===== src/rtl/hadec_pkg.sv =====
package hadec_pkg;
    localparam int DST_DRAM  = 0;
    localparam int DST_RSV   = 1;
    localparam int DST_DEV   = 2;
    localparam int DST_RMP   = 3;
    localparam int DST_GFX   = 4;
    localparam int DST_LINK  = 5;
    localparam int DST_PORT0 = 6;

    localparam int NUM_DEV      = 3;
    localparam int NUM_RMP      = 3;
    localparam int NUM_GFX      = 2;
    localparam int WIN_PER_PORT = 2;
    localparam int NUM_SUB      = 3;

    localparam logic [31:0] SUB_BASE [NUM_SUB] = '{32'hFEC0_0000, 32'hFEE0_0000, 32'hFF00_0000};
    localparam logic [31:0] SUB_LIM  [NUM_SUB] = '{32'hFECF_FFFF, 32'hFEEF_FFFF, 32'hFFFF_FFFF};
endpackage


===== src/rtl/hadec_window.sv =====
module hadec_window #(
    parameter int AW = 36
) (
    input  logic [AW-1:0] addr,
    input  logic [AW-1:0] base,
    input  logic [AW-1:0] limit,
    input  logic          en,
    output logic          hit
);
    always_comb begin
        hit = en && (base <= limit) && (addr >= base) && (addr <= limit);
    end
endmodule


===== src/rtl/hadec_overlap_chk.sv =====
module hadec_overlap_chk
    import hadec_pkg::*;
#(
    parameter int AW = 36,
    parameter int NW = 6
) (
    input  logic [NW-1:0][AW-1:0] base,
    input  logic [NW-1:0][AW-1:0] limit,
    input  logic [NW-1:0]         en,
    output logic                  err
);
    logic [NW-1:0][NUM_SUB-1:0] clash;

    for (genvar w = 0; w < NW; w++) begin : g_win
        for (genvar s = 0; s < NUM_SUB; s++) begin : g_sub
            localparam logic [AW-1:0] SB = AW'(SUB_BASE[s]);
            localparam logic [AW-1:0] SL = AW'(SUB_LIM[s]);
            always_comb begin
                clash[w][s] = en[w] && (base[w] <= limit[w])
                              && (base[w] <= SL) && (SB <= limit[w]);
            end
        end
    end

    always_comb err = |clash;
endmodule


===== src/rtl/hadec_route.sv =====
module hadec_route
    import hadec_pkg::*;
#(
    parameter int AW    = 36,
    parameter int NPORT = 2
) (
    input  logic [AW-1:0]             addr,
    input  logic                      from_engine,
    input  logic [AW-1:0]             tom,
    input  logic [AW-1:0]             stolen,
    input  logic [AW-1:0]             tolud,
    input  logic [NUM_DEV-1:0]        dev_hit,
    input  logic [NUM_RMP-1:0]        rmp_hit,
    input  logic [NUM_GFX-1:0]        gfx_hit,
    input  logic [NPORT-1:0]          port_hit,
    output logic [DST_PORT0+NPORT-1:0] route,
    output logic                      illegal,
    output logic                      bypass
);
    localparam int NDST = DST_PORT0 + NPORT;
    localparam logic [AW-1:0] FOUR_G = AW'(64'h1_0000_0000);

    logic [AW-1:0] rsv_base;
    logic          in_rsv;

    always_comb begin
        rsv_base = tom - stolen;
        in_rsv   = (stolen != '0) && (addr >= rsv_base) && (addr < tom);
    end

    always_comb begin
        route   = '0;
        illegal = 1'b0;
        bypass  = 1'b0;
        if (in_rsv) begin
            if (from_engine) begin
                route[DST_RSV] = 1'b1;
                bypass         = 1'b1;
            end else begin
                illegal = 1'b1;
            end
        end else if (addr < tolud) begin
            route[DST_DRAM] = 1'b1;
        end else if (addr < FOUR_G) begin
            if (|dev_hit) begin
                route[DST_DEV] = 1'b1;
            end else if (|rmp_hit) begin
                route[DST_RMP] = 1'b1;
            end else if (|gfx_hit) begin
                route[DST_GFX] = 1'b1;
            end else if (|port_hit) begin
                for (int p = NPORT - 1; p >= 0; p--) begin
                    if (port_hit[p]) begin
                        route                 = '0;
                        route[DST_PORT0 + p]  = 1'b1;
                    end
                end
            end else begin
                route[DST_LINK] = 1'b1;
            end
        end else if (addr < tom) begin
            route[DST_DRAM] = 1'b1;
        end else begin
            route[DST_LINK] = 1'b1;
        end
    end

    logic unused_ok;
    always_comb unused_ok = (NDST > 0);
endmodule


===== src/rtl/host_addr_decoder.sv =====
module host_addr_decoder
    import hadec_pkg::*;
#(
    parameter int AW    = 36,
    parameter int NPORT = 2
) (
    input  logic                                     clk,
    input  logic                                     rst_n,
    input  logic                                     req_valid,
    input  logic [AW-1:0]                            req_addr,
    input  logic                                     req_from_engine,
    input  logic [AW-1:0]                            cfg_tom,
    input  logic [AW-1:0]                            cfg_stolen,
    input  logic [AW-1:0]                            cfg_tolud,
    input  logic [NUM_DEV-1:0]                       cfg_dev_en,
    input  logic [NUM_DEV-1:0][AW-1:0]               cfg_dev_base,
    input  logic [NUM_DEV-1:0][AW-1:0]               cfg_dev_limit,
    input  logic                                     cfg_vt_en,
    input  logic [NUM_RMP-1:0][AW-1:0]               cfg_rmp_base,
    input  logic [NUM_RMP-1:0][AW-1:0]               cfg_rmp_limit,
    input  logic                                     cfg_gfx_en,
    input  logic [NUM_GFX-1:0][AW-1:0]               cfg_gfx_base,
    input  logic [NUM_GFX-1:0][AW-1:0]               cfg_gfx_limit,
    input  logic [WIN_PER_PORT*NPORT-1:0][AW-1:0]    cfg_port_base,
    input  logic [WIN_PER_PORT*NPORT-1:0][AW-1:0]    cfg_port_limit,
    output logic                                     dst_valid,
    output logic [DST_PORT0+NPORT-1:0]               dst_route,
    output logic                                     dst_illegal,
    output logic                                     dst_bypass_remap,
    output logic                                     cfg_err
);
    localparam int NDST  = DST_PORT0 + NPORT;
    localparam int NPWIN = WIN_PER_PORT * NPORT;
    localparam int NCHK  = NUM_GFX + NPWIN;

    logic [NUM_DEV-1:0] dev_hit;
    logic [NUM_RMP-1:0] rmp_hit;
    logic [NUM_GFX-1:0] gfx_hit;
    logic [NPWIN-1:0]   pwin_hit;
    logic [NPORT-1:0]   port_hit;

    for (genvar i = 0; i < NUM_DEV; i++) begin : g_dev
        hadec_window #(.AW(AW)) u_win (
            .addr(req_addr), .base(cfg_dev_base[i]), .limit(cfg_dev_limit[i]),
            .en(cfg_dev_en[i]), .hit(dev_hit[i]));
    end

    for (genvar i = 0; i < NUM_RMP; i++) begin : g_rmp
        hadec_window #(.AW(AW)) u_win (
            .addr(req_addr), .base(cfg_rmp_base[i]), .limit(cfg_rmp_limit[i]),
            .en(cfg_vt_en), .hit(rmp_hit[i]));
    end

    for (genvar i = 0; i < NUM_GFX; i++) begin : g_gfx
        hadec_window #(.AW(AW)) u_win (
            .addr(req_addr), .base(cfg_gfx_base[i]), .limit(cfg_gfx_limit[i]),
            .en(cfg_gfx_en), .hit(gfx_hit[i]));
    end

    for (genvar i = 0; i < NPWIN; i++) begin : g_pwin
        hadec_window #(.AW(AW)) u_win (
            .addr(req_addr), .base(cfg_port_base[i]), .limit(cfg_port_limit[i]),
            .en(1'b1), .hit(pwin_hit[i]));
    end

    for (genvar p = 0; p < NPORT; p++) begin : g_port
        always_comb port_hit[p] = |pwin_hit[WIN_PER_PORT*p +: WIN_PER_PORT];
    end

    logic [NDST-1:0] nxt_route;
    logic            nxt_illegal;
    logic            nxt_bypass;

    hadec_route #(.AW(AW), .NPORT(NPORT)) u_route (
        .addr(req_addr), .from_engine(req_from_engine),
        .tom(cfg_tom), .stolen(cfg_stolen), .tolud(cfg_tolud),
        .dev_hit(dev_hit), .rmp_hit(rmp_hit), .gfx_hit(gfx_hit), .port_hit(port_hit),
        .route(nxt_route), .illegal(nxt_illegal), .bypass(nxt_bypass));

    logic [NCHK-1:0][AW-1:0] chk_base;
    logic [NCHK-1:0][AW-1:0] chk_limit;
    logic [NCHK-1:0]         chk_en;
    logic                    nxt_err;

    always_comb begin
        for (int i = 0; i < NUM_GFX; i++) begin
            chk_base[i]  = cfg_gfx_base[i];
            chk_limit[i] = cfg_gfx_limit[i];
            chk_en[i]    = cfg_gfx_en;
        end
        for (int i = 0; i < NPWIN; i++) begin
            chk_base[NUM_GFX + i]  = cfg_port_base[i];
            chk_limit[NUM_GFX + i] = cfg_port_limit[i];
            chk_en[NUM_GFX + i]    = 1'b1;
        end
    end

    hadec_overlap_chk #(.AW(AW), .NW(NCHK)) u_ovl (
        .base(chk_base), .limit(chk_limit), .en(chk_en), .err(nxt_err));

    always_ff @(posedge clk or negedge rst_n) begin
        if (!rst_n) begin
            dst_valid        <= 1'b0;
            dst_route        <= '0;
            dst_illegal      <= 1'b0;
            dst_bypass_remap <= 1'b0;
            cfg_err          <= 1'b0;
        end else begin
            dst_valid        <= req_valid;
            dst_route        <= req_valid ? nxt_route : '0;
            dst_illegal      <= req_valid && nxt_illegal;
            dst_bypass_remap <= req_valid && nxt_bypass;
            cfg_err          <= nxt_err;
        end
    end
endmodule


===== config.mk =====
export PLATFORM = sky130hd
export DESIGN_NAME = host_addr_decoder
export DESIGN_NICKNAME = d
export VERILOG_FILES = /design/src/rtl/hadec_pkg.sv /design/src/rtl/hadec_window.sv /design/src/rtl/hadec_overlap_chk.sv /design/src/rtl/hadec_route.sv /design/src/rtl/host_addr_decoder.sv
export SDC_FILE = /design/constraint.sdc
export NUM_CORES = 2
export LEC_CHECK = 0
export ABC_CLOCK_PERIOD_IN_PS = 1000
export CAP_MARGIN = 20
export CORE_AREA = 2 2 402 404
export CTS_CLUSTER_SIZE = 12
export DETAILED_ROUTE_END_ITERATION = 7
export DIE_AREA = 0 0 404 406
export GPL_TIMING_DRIVEN = 0
export PLACE_DENSITY = 0.55
export SLEW_MARGIN = 20
export SYNTH_ARGS = -nofsm -noshare
export SYNTH_HDL_FRONTEND = slang
export SYNTH_SLANG_ARGS = --single-unit

===== constraint.sdc =====
create_clock -name clk -period 1 [get_ports clk]
set_input_delay 0.15 -clock clk [delete_from_list [all_inputs] [get_ports clk]]
set_output_delay 0.15 -clock clk [all_outputs]
set_load 0.02 [all_outputs]

# Yosys cells after proc, flatten, opt, wreduce, memory -nomap -nowiden
# Cells that the tools add are included.
[word_totals]
word_cells = 210
reg_bits = 12
[classes]
order_cmp = 76
n_reduce_logical = 80
n_mux = 48
addsub = 1
[ops]
columns = ["operator", "n"]
rows = [
  ["36-bit <= comparator", 24],
  ["32-bit by 36-bit <= comparator with 1-bit output, first input constant", 18],
  ["36-bit by 32-bit <= comparator with 1-bit output, second input constant", 18],
  ["36-bit greater-or-equal comparator", 13],
  ["8-bit 2-to-1 mux", 10],
  ["1-bit logical AND", 72],
  ["36-bit less-than comparator", 2],
  ["5-bit 2-to-1 mux", 8],
  ["36-bit by 33-bit less-than comparator with 1-bit output, second input constant", 1],
  ["36-bit nonzero test", 1],
  ["36-bit subtractor", 1],
  ["4-bit 2-to-1 mux", 8],
  ["18-bit OR reduction", 1],
  ["1-bit 2-to-1 mux", 15],
  ["7-bit 2-to-1 mux", 1],
  ["2-bit 2-to-1 mux", 3],
  ["3-bit 2-to-1 mux", 2],
  ["6-bit 2-to-1 mux", 1],
  ["2-bit OR reduction", 3],
  ["3-bit OR reduction", 2],
  ["4-bit OR reduction", 1],
]

# Logic depth before layout (Yosys ltp)
[depth]
depth_word = 32
depth_mapped = 24

# Hierarchy
# From an unflattened synthesis, not the netlist that was laid out.
[unflattened]
hier_cells = 5639
hier_area_um2 = 41927.7
[by_module_without_submodules]
columns = ["mod", "cells_per_inst", "area_per_inst_um2", "instances"]
rows = [
  ["hadec_window", 343, 2578.7, 12],
  ["hadec_overlap_chk", 863, 6009.5, 1],
  ["hadec_route", 635, 4594.4, 1],
  ["host_addr_decoder", 25, 379.1, 1],
]

# Least setup slack after synthesis
# Ideal clock, no wire load.
[synth_timing]
path_kind = "input -> register"
from = "input cfg_stolen[8]"
to = "register dst_route[7]"
stages = 23
setup_ns = 0.098
n_path_buf = 0
path_slack_ns = -3.127
arrival_ns = 4.029
cell_sequence = "inv_1 -> ha_1 -> a21o_1 -> a21o_1 -> a21oi_2 -> o21ai_1 -> a2111oi_4 -> a21oi_2 -> and2_1 -> a31oi_1 -> o21ai_0 -> xnor2_1 -> ha_1 -> a21o_1 -> a21o_1 -> a21oi_1 -> o31ai_1 -> o21bai_1 -> a221oi_1 -> a21boi_0 -> nand3b_1 -> nand3b_2 -> nor4bb_2"
[synth_between]
elab_chain_len = 6
word_cells_on_any_way = 7
classes_between = "add/sub (1); order compare (1); mux (2); reduce/logical (3)"
[synth_lines]
columns = ["element", "line_no", "rtl"]
rows = [
  ["start, declared", "host_addr_decoder.sv:13", "input logic [AW-1:0] cfg_stolen,"],
  ["36-bit subtractor", "hadec_route.sv:27", "rsv_base = tom - stolen;"],
  ["36-bit greater-or-equal comparator", "hadec_route.sv:28", "in_rsv = (stolen != '0) && (addr >= rsv_base) && (addr < tom);"],
  ["1-bit logical AND * (2 in a row)", "hadec_route.sv:28", ""],
  ["6-bit 2-to-1 mux *", "hadec_route.sv:35", "if (in_rsv) begin"],
  ["8-bit 2-to-1 mux *", "host_addr_decoder.sv:110", "dst_route <= req_valid ? nxt_route : '0;"],
  ["end signal, assigned", "host_addr_decoder.sv:110", ""],
  ["end, declared", "host_addr_decoder.sv:27", "output logic [DST_PORT0+NPORT-1:0] dst_route,"],
]
# Mark *: on every way between the ends. The rest lies on a longest branch, timed or not.

# Worst setup path in the final report
[layout_timing]
from = "input cfg_tom[0]"
to = "register dst_route[7]"
[layout_between]
elab_chain_len = 6
word_cells_on_any_way = 7
classes_between = "add/sub (1); order compare (2); mux (2); reduce/logical (2)"
[layout_lines]
columns = ["element", "line_no", "rtl"]
rows = [
  ["start, declared", "host_addr_decoder.sv:12", "input logic [AW-1:0] cfg_tom,"],
  ["36-bit subtractor", "hadec_route.sv:27", ""],
  ["36-bit greater-or-equal comparator", "hadec_route.sv:28", ""],
  ["1-bit logical AND", "hadec_route.sv:28", ""],
  ["1-bit logical AND *", "hadec_route.sv:28", ""],
  ["6-bit 2-to-1 mux *", "hadec_route.sv:35", ""],
  ["8-bit 2-to-1 mux *", "host_addr_decoder.sv:110", ""],
]
# Marked as above.

==> report_table.html <==
<table>
<tr><th>Metric</th><th>Value</th></tr>
<tr><th colspan="2">Timing</th></tr>
<tr><td>Maximum operating frequency</td><td>0.237 GHz</td></tr>
<tr><td>Worst slew margin relative to its limit</td><td>33.8%</td></tr>
<tr><td>Actual transition at the worst max-transition pin</td><td>0.968 ns</td></tr>
<tr><td>Minimum clock period after layout</td><td>4.22 ns</td></tr>
<tr><td>Fin crit share</td><td>422%</td></tr>
<tr><td># setup viols final</td><td>10</td></tr>
<tr><td>RSZ-0062 raised after global routing</td><td>true</td></tr>
<tr><td>Final worst-path setup slack</td><td>-3.22 ns</td></tr>
<tr><td>Final hold viol count</td><td>0</td></tr>
<tr><td>Max-slew violation total from the final report</td><td>0</td></tr>
<tr><td>Post-route worst hold slack</td><td>0.257 ns</td></tr>
<tr><th colspan="2">Clocking</th></tr>
<tr><td>CTS H-tree depth</td><td>1</td></tr>
<tr><td>Clock tree from TritonCTS</td><td>built</td></tr>
<tr><td>Clock root buffer</td><td>clkbuf_16</td></tr>
<tr><td>CTS Buf Count</td><td>3</td></tr>
<tr><td>Cts-stage hold buffer count</td><td>0</td></tr>
<tr><td>Deepest clock path buffer count</td><td>2</td></tr>
<tr><td>CTS sink cnt</td><td>11</td></tr>
<tr><td>Clock-pin slew on the worst setup and hold paths</td><td>0.04 ns</td></tr>
<tr><th colspan="2">Critical path</th></tr>
<tr><td>Nature of the critical path endpoint</td><td>flop</td></tr>
<tr><td>Start-to-end type of the worst setup path</td><td>input pin to flop</td></tr>
<tr><td>Setup crit start kind</td><td>input pin</td></tr>
<tr><td>Crit path required time</td><td>1.14 ns</td></tr>
<tr><td>Critical path data arrival time</td><td>4.36 ns</td></tr>
<tr><td>Worst-path maximum fanout</td><td>3</td></tr>
<tr><td>Stage delay of the slowest cell on the critical path</td><td>0.37 ns</td></tr>
<tr><td>Crit-path slowest cell</td><td>fa_2</td></tr>
<tr><th colspan="2">Detailed routing</th></tr>
<tr><td>Avg Vias per Cell</td><td>5.17</td></tr>
<tr><td>Total number of vias</td><td>41600</td></tr>
<tr><td>1st-iter DRT viols</td><td>2766</td></tr>
<tr><td>First-pass DRT Iterations</td><td>7</td></tr>
<tr><td>Routed wirelength normalized by instance count</td><td>25.8 um</td></tr>
<tr><td>Detailed Route WL</td><td>207000 um</td></tr>
<tr><td>Antenna Nets Post-Route</td><td>0</td></tr>
<tr><td>DR DRC count</td><td>0</td></tr>
<tr><th colspan="2">Synth</th></tr>
<tr><td>Count of unique library cells instantiated by Yosys</td><td>78</td></tr>
<tr><td>Post-synth EDFFs</td><td>0</td></tr>
<tr><td>Post-synthesis async set-or-reset flop share</td><td>100%</td></tr>
<tr><td>Mean instance size in the synthesized netlist</td><td>7.52 sq um</td></tr>
<tr><td>Cell count after synthesis</td><td>4778</td></tr>
<tr><td>Fraction of the yosys area taken by sequential cells</td><td>0.766%</td></tr>
<tr><td>Cell area after synthesis</td><td>36000 sq um</td></tr>
<tr><td>Most frequently used flop master after synthesis</td><td>dfrtp_1</td></tr>
<tr><td>Count of state elements after synthesis</td><td>11</td></tr>
<tr><td>Synthesized netlist net count</td><td>7233</td></tr>
<tr><td>Synth Warn #</td><td>0</td></tr>
<tr><th colspan="2">Placement</th></tr>
<tr><td>Instance area at placement</td><td>49700 sq um</td></tr>
<tr><td>Number of port buffers</td><td>1028</td></tr>
<tr><td>Placement Setup Slack</td><td>-4.29 ns</td></tr>
<tr><td>Weighted congestion reported at the end of routability-driven placement</td><td>0.959</td></tr>
<tr><td>Post-DP HPWL</td><td>182000 um</td></tr>
<tr><th colspan="2">Finish</th></tr>
<tr><td>Total non-filler cell area in the finished layout</td><td>52100 sq um</td></tr>
<tr><td>Combined area of the multi-input logic cells</td><td>33800 sq um</td></tr>
<tr><td>Sequential standard cell area</td><td>275 sq um</td></tr>
<tr><td>End-of-flow core utilization</td><td>32.7%</td></tr>
<tr><td>Area overhead of the layout relative to synthesis</td><td>45.0%</td></tr>
<tr><td>Filler cell count</td><td>17000</td></tr>
<tr><td>Final net count</td><td>8368</td></tr>
<tr><td>Proportion of layout cells with a drive suffix above 1</td><td>8.81%</td></tr>
<tr><th colspan="2">Floorplan</th></tr>
<tr><td>Die extent in y</td><td>406 um</td></tr>
<tr><td>Die Outline Area</td><td>164000 sq um</td></tr>
<tr><td>Rows</td><td>147</td></tr>
<tr><td>Boundary Pins</td><td>1029</td></tr>
<tr><td>Core footprint</td><td>160000 sq um</td></tr>
<tr><td>Die Wd</td><td>404 um</td></tr>
<tr><td>Starting Density</td><td>22.5%</td></tr>
<tr><th colspan="2">Global route</th></tr>
<tr><td>Aggregate global routing overflow</td><td>0</td></tr>
<tr><td>Total track usage</td><td>24.0%</td></tr>
<tr><td>Initial antenna violation count</td><td>99</td></tr>
<tr><td>Global-route wire length before repair</td><td>287000 um</td></tr>
<tr><td>Largest net degree at the start of global routing</td><td>22</td></tr>
<tr><td>Via count of the first global-routing pass</td><td>41700</td></tr>
<tr><th colspan="2">Run status</th></tr>
<tr><td>Status</td><td>complete, but fails checks</td></tr>
<tr><td>Failing checks</td><td>negative setup slack</td></tr>
<tr><th colspan="2">Pwr</th></tr>
<tr><td>Leak</td><td>0.0283 uW</td></tr>
<tr><td>Share of power burned in registers</td><td>1.9%</td></tr>
<tr><td>Share of total power in the clock network</td><td>2.9%</td></tr>
<tr><td>Combinational Power Share</td><td>95.2%</td></tr>
<tr><td>Net switching power figure</td><td>12900 uW</td></tr>
<tr><td>Cell internal power dissipation</td><td>12000 uW</td></tr>
<tr><td>Total Power Consumption</td><td>24800 uW</td></tr>
<tr><td>P per Cell Area</td><td>477 nW/um^2</td></tr>
<tr><td>Worst-case vdd ir drop</td><td>457 uV</td></tr>
<tr><td>Net switching fraction of the power</td><td>51.9%</td></tr>
<tr><th colspan="2">Flow run</th></tr>
<tr><td>Max-cap violations</td><td>0</td></tr>
<tr><th colspan="2">Min path</th></tr>
<tr><td>Class of the most critical hold timing path</td><td>input pin to asynchronous set/reset pin</td></tr>
</table>
[layer usage]
layer	routed length (um)	part of all wire, %	track usage, %	up-vias
li1	-	-	-	19800
met1	83800	40	28.7	19600
met2	98000	47	41.8	1673
met3	13700	6.6	3.64	489
met4	11500	5.6	11.4	46
met5	319	0.15	0	-
[synth_stat cells (5+ instances only)]
cell	n	area share, %
a211oi_1	66	1.4
a21o_1	315	6.6
xor2_1	11	0.27
a211o_1	17	0.41
o41ai_1	7	0.17
nand2_1	223	2.3
nand4_1	262	4.6
o21bai_1	14	0.29
or3_1	10	0.17
nor2b_1	51	0.89
or4_1	8	0.17
o221ai_1	5	0.12
nand3_1	101	1.4
a21boi_0	14	0.29
a31oi_1	34	0.59
nand2b_1	28	0.49
or2_2	14	0.24
o22ai_1	5	0.087
xnor2_1	22	0.54
and3_1	7	0.12
ha_1	1437	50
o21a_1	25	0.52
maj3_1	5	0.14
nor3_1	50	0.70
and2_1	7	0.12
dfrtp_1	11	0.77
nor4_1	45	0.78
a221oi_1	16	0.39
and4_1	27	0.66
a21oi_1	455	6.3
nor2_1	149	1.6
o311ai_0	6	0.15
o31ai_1	17	0.35
o211ai_1	42	0.88
nor3b_1	5	0.10
a2111o_1	5	0.16
inv_1	985	10
a221o_1	7	0.19
o2111ai_1	9	0.22
a2111oi_0	19	0.46
o21ai_0	186	2.6
[area by class of cell]
class | instances | share of cell area, %
multi-input combinational | 3779 | 64.8
inverter | 985 | 7.16
timing repair buffer | 1132 | 22.1
tap | 2086 | 5.01
clock buffer | 4 | 0.151
sequential | 11 | 0.528
buffer | 1 | 0.00720
antenna | 52 | 0.250
[path summary, 6_finish.rpt]
| path | startpoint | end | slack [ns] | cells past startpoint |
|---|---|---|---|---|
| setup / recovery | cfg_tom[0] | dst_route[7] | -3.22 | 26 |
| hold / removal | rst_n | dst_illegal | 0.26 | 1 |
| max in group asynchronous | rst_n | dst_route[6] | 0.41 | 1 |
| min in group clk | req_from_engine | dst_route[1] | 0.47 | 3 |
[layout by cell type, fill, tap and decap left out, types with 34 or more instances in the layout]
cell type        netlist  layout
nor3_1                50      46
nor2b_1               51      50
nand3_1              101      97
ha_4                   0      86
nand4_1              262     262
o21ai_0              186     167
diode_2                0      52
buf_12                 0      36
clkdlybuf4s50_1        0     743
inv_1                985     896
nor4_1                45      38
inv_2                  0      82
dlygate4sd2_1          0      49
nand2_1              223     218
a21oi_1              455     423
a21o_1               315     315
a211oi_1              66      61
dlymetal6s2s_1         0     134
buf_4                  1      96
clkbuf_2               0      34
ha_1                1437    1350
nor2_1               149     143
o211ai_1              42      42
[flip-flops by register name, indices dropped and copies added (netlist names)]
name	cells
dst_valid	1
cfg_err	1
dst_route	8
dst_illegal	1
[critical path: cells and delay by family]
family                   cells  cell delay [ns]
AO/OA/AOI/OAI               12             1.97
XOR/XNOR                     1             0.14
adder cells (fa/ha/maj)      3             0.80
buffers and inverters        4             0.36
AND/OR/NAND/NOR              6             0.93
[power by group through the flow]
stage / logic (uW) / clock network (uW) / registers, uW
final: 23700 / 713 / 477
after global routing: 26100 / 739 / 479
after CTS: 22800 / 718 / 477
after detailed placement: 22100 / 0 / 483
after global placement: 21200 / 0 / 483
after floorplan: 11100 / 0 / 515
[cell families after synthesis]
logic type | synth area share (%)
xor gates and xnor gates | 0.804
buffers and inverters | 10.3
adders and majority gates | 50.2
AOI/OAI and AO/OA | 23.1
DFF | 0.766
and+or+nand+nor | 14.8
[stage by stage]
stage / setup TNS, ns / std cells
after global placement: -55.54 / 7892
after floorplan: -24.69 / 4778
after CTS: -29.88 / 7962
after detailed placement: -41.20 / 7929
final: -29.45 / 8050
after global routing: -30.92 / 8034
[timing repair]
action	CTS	global route
pin swaps	69	118
resized for setup	348	404
buffers inserted	30	40
endpoints found under the hold margin	0	0
endpoints found under the setup margin	22	14
Power figures use the tool's default switching activity.
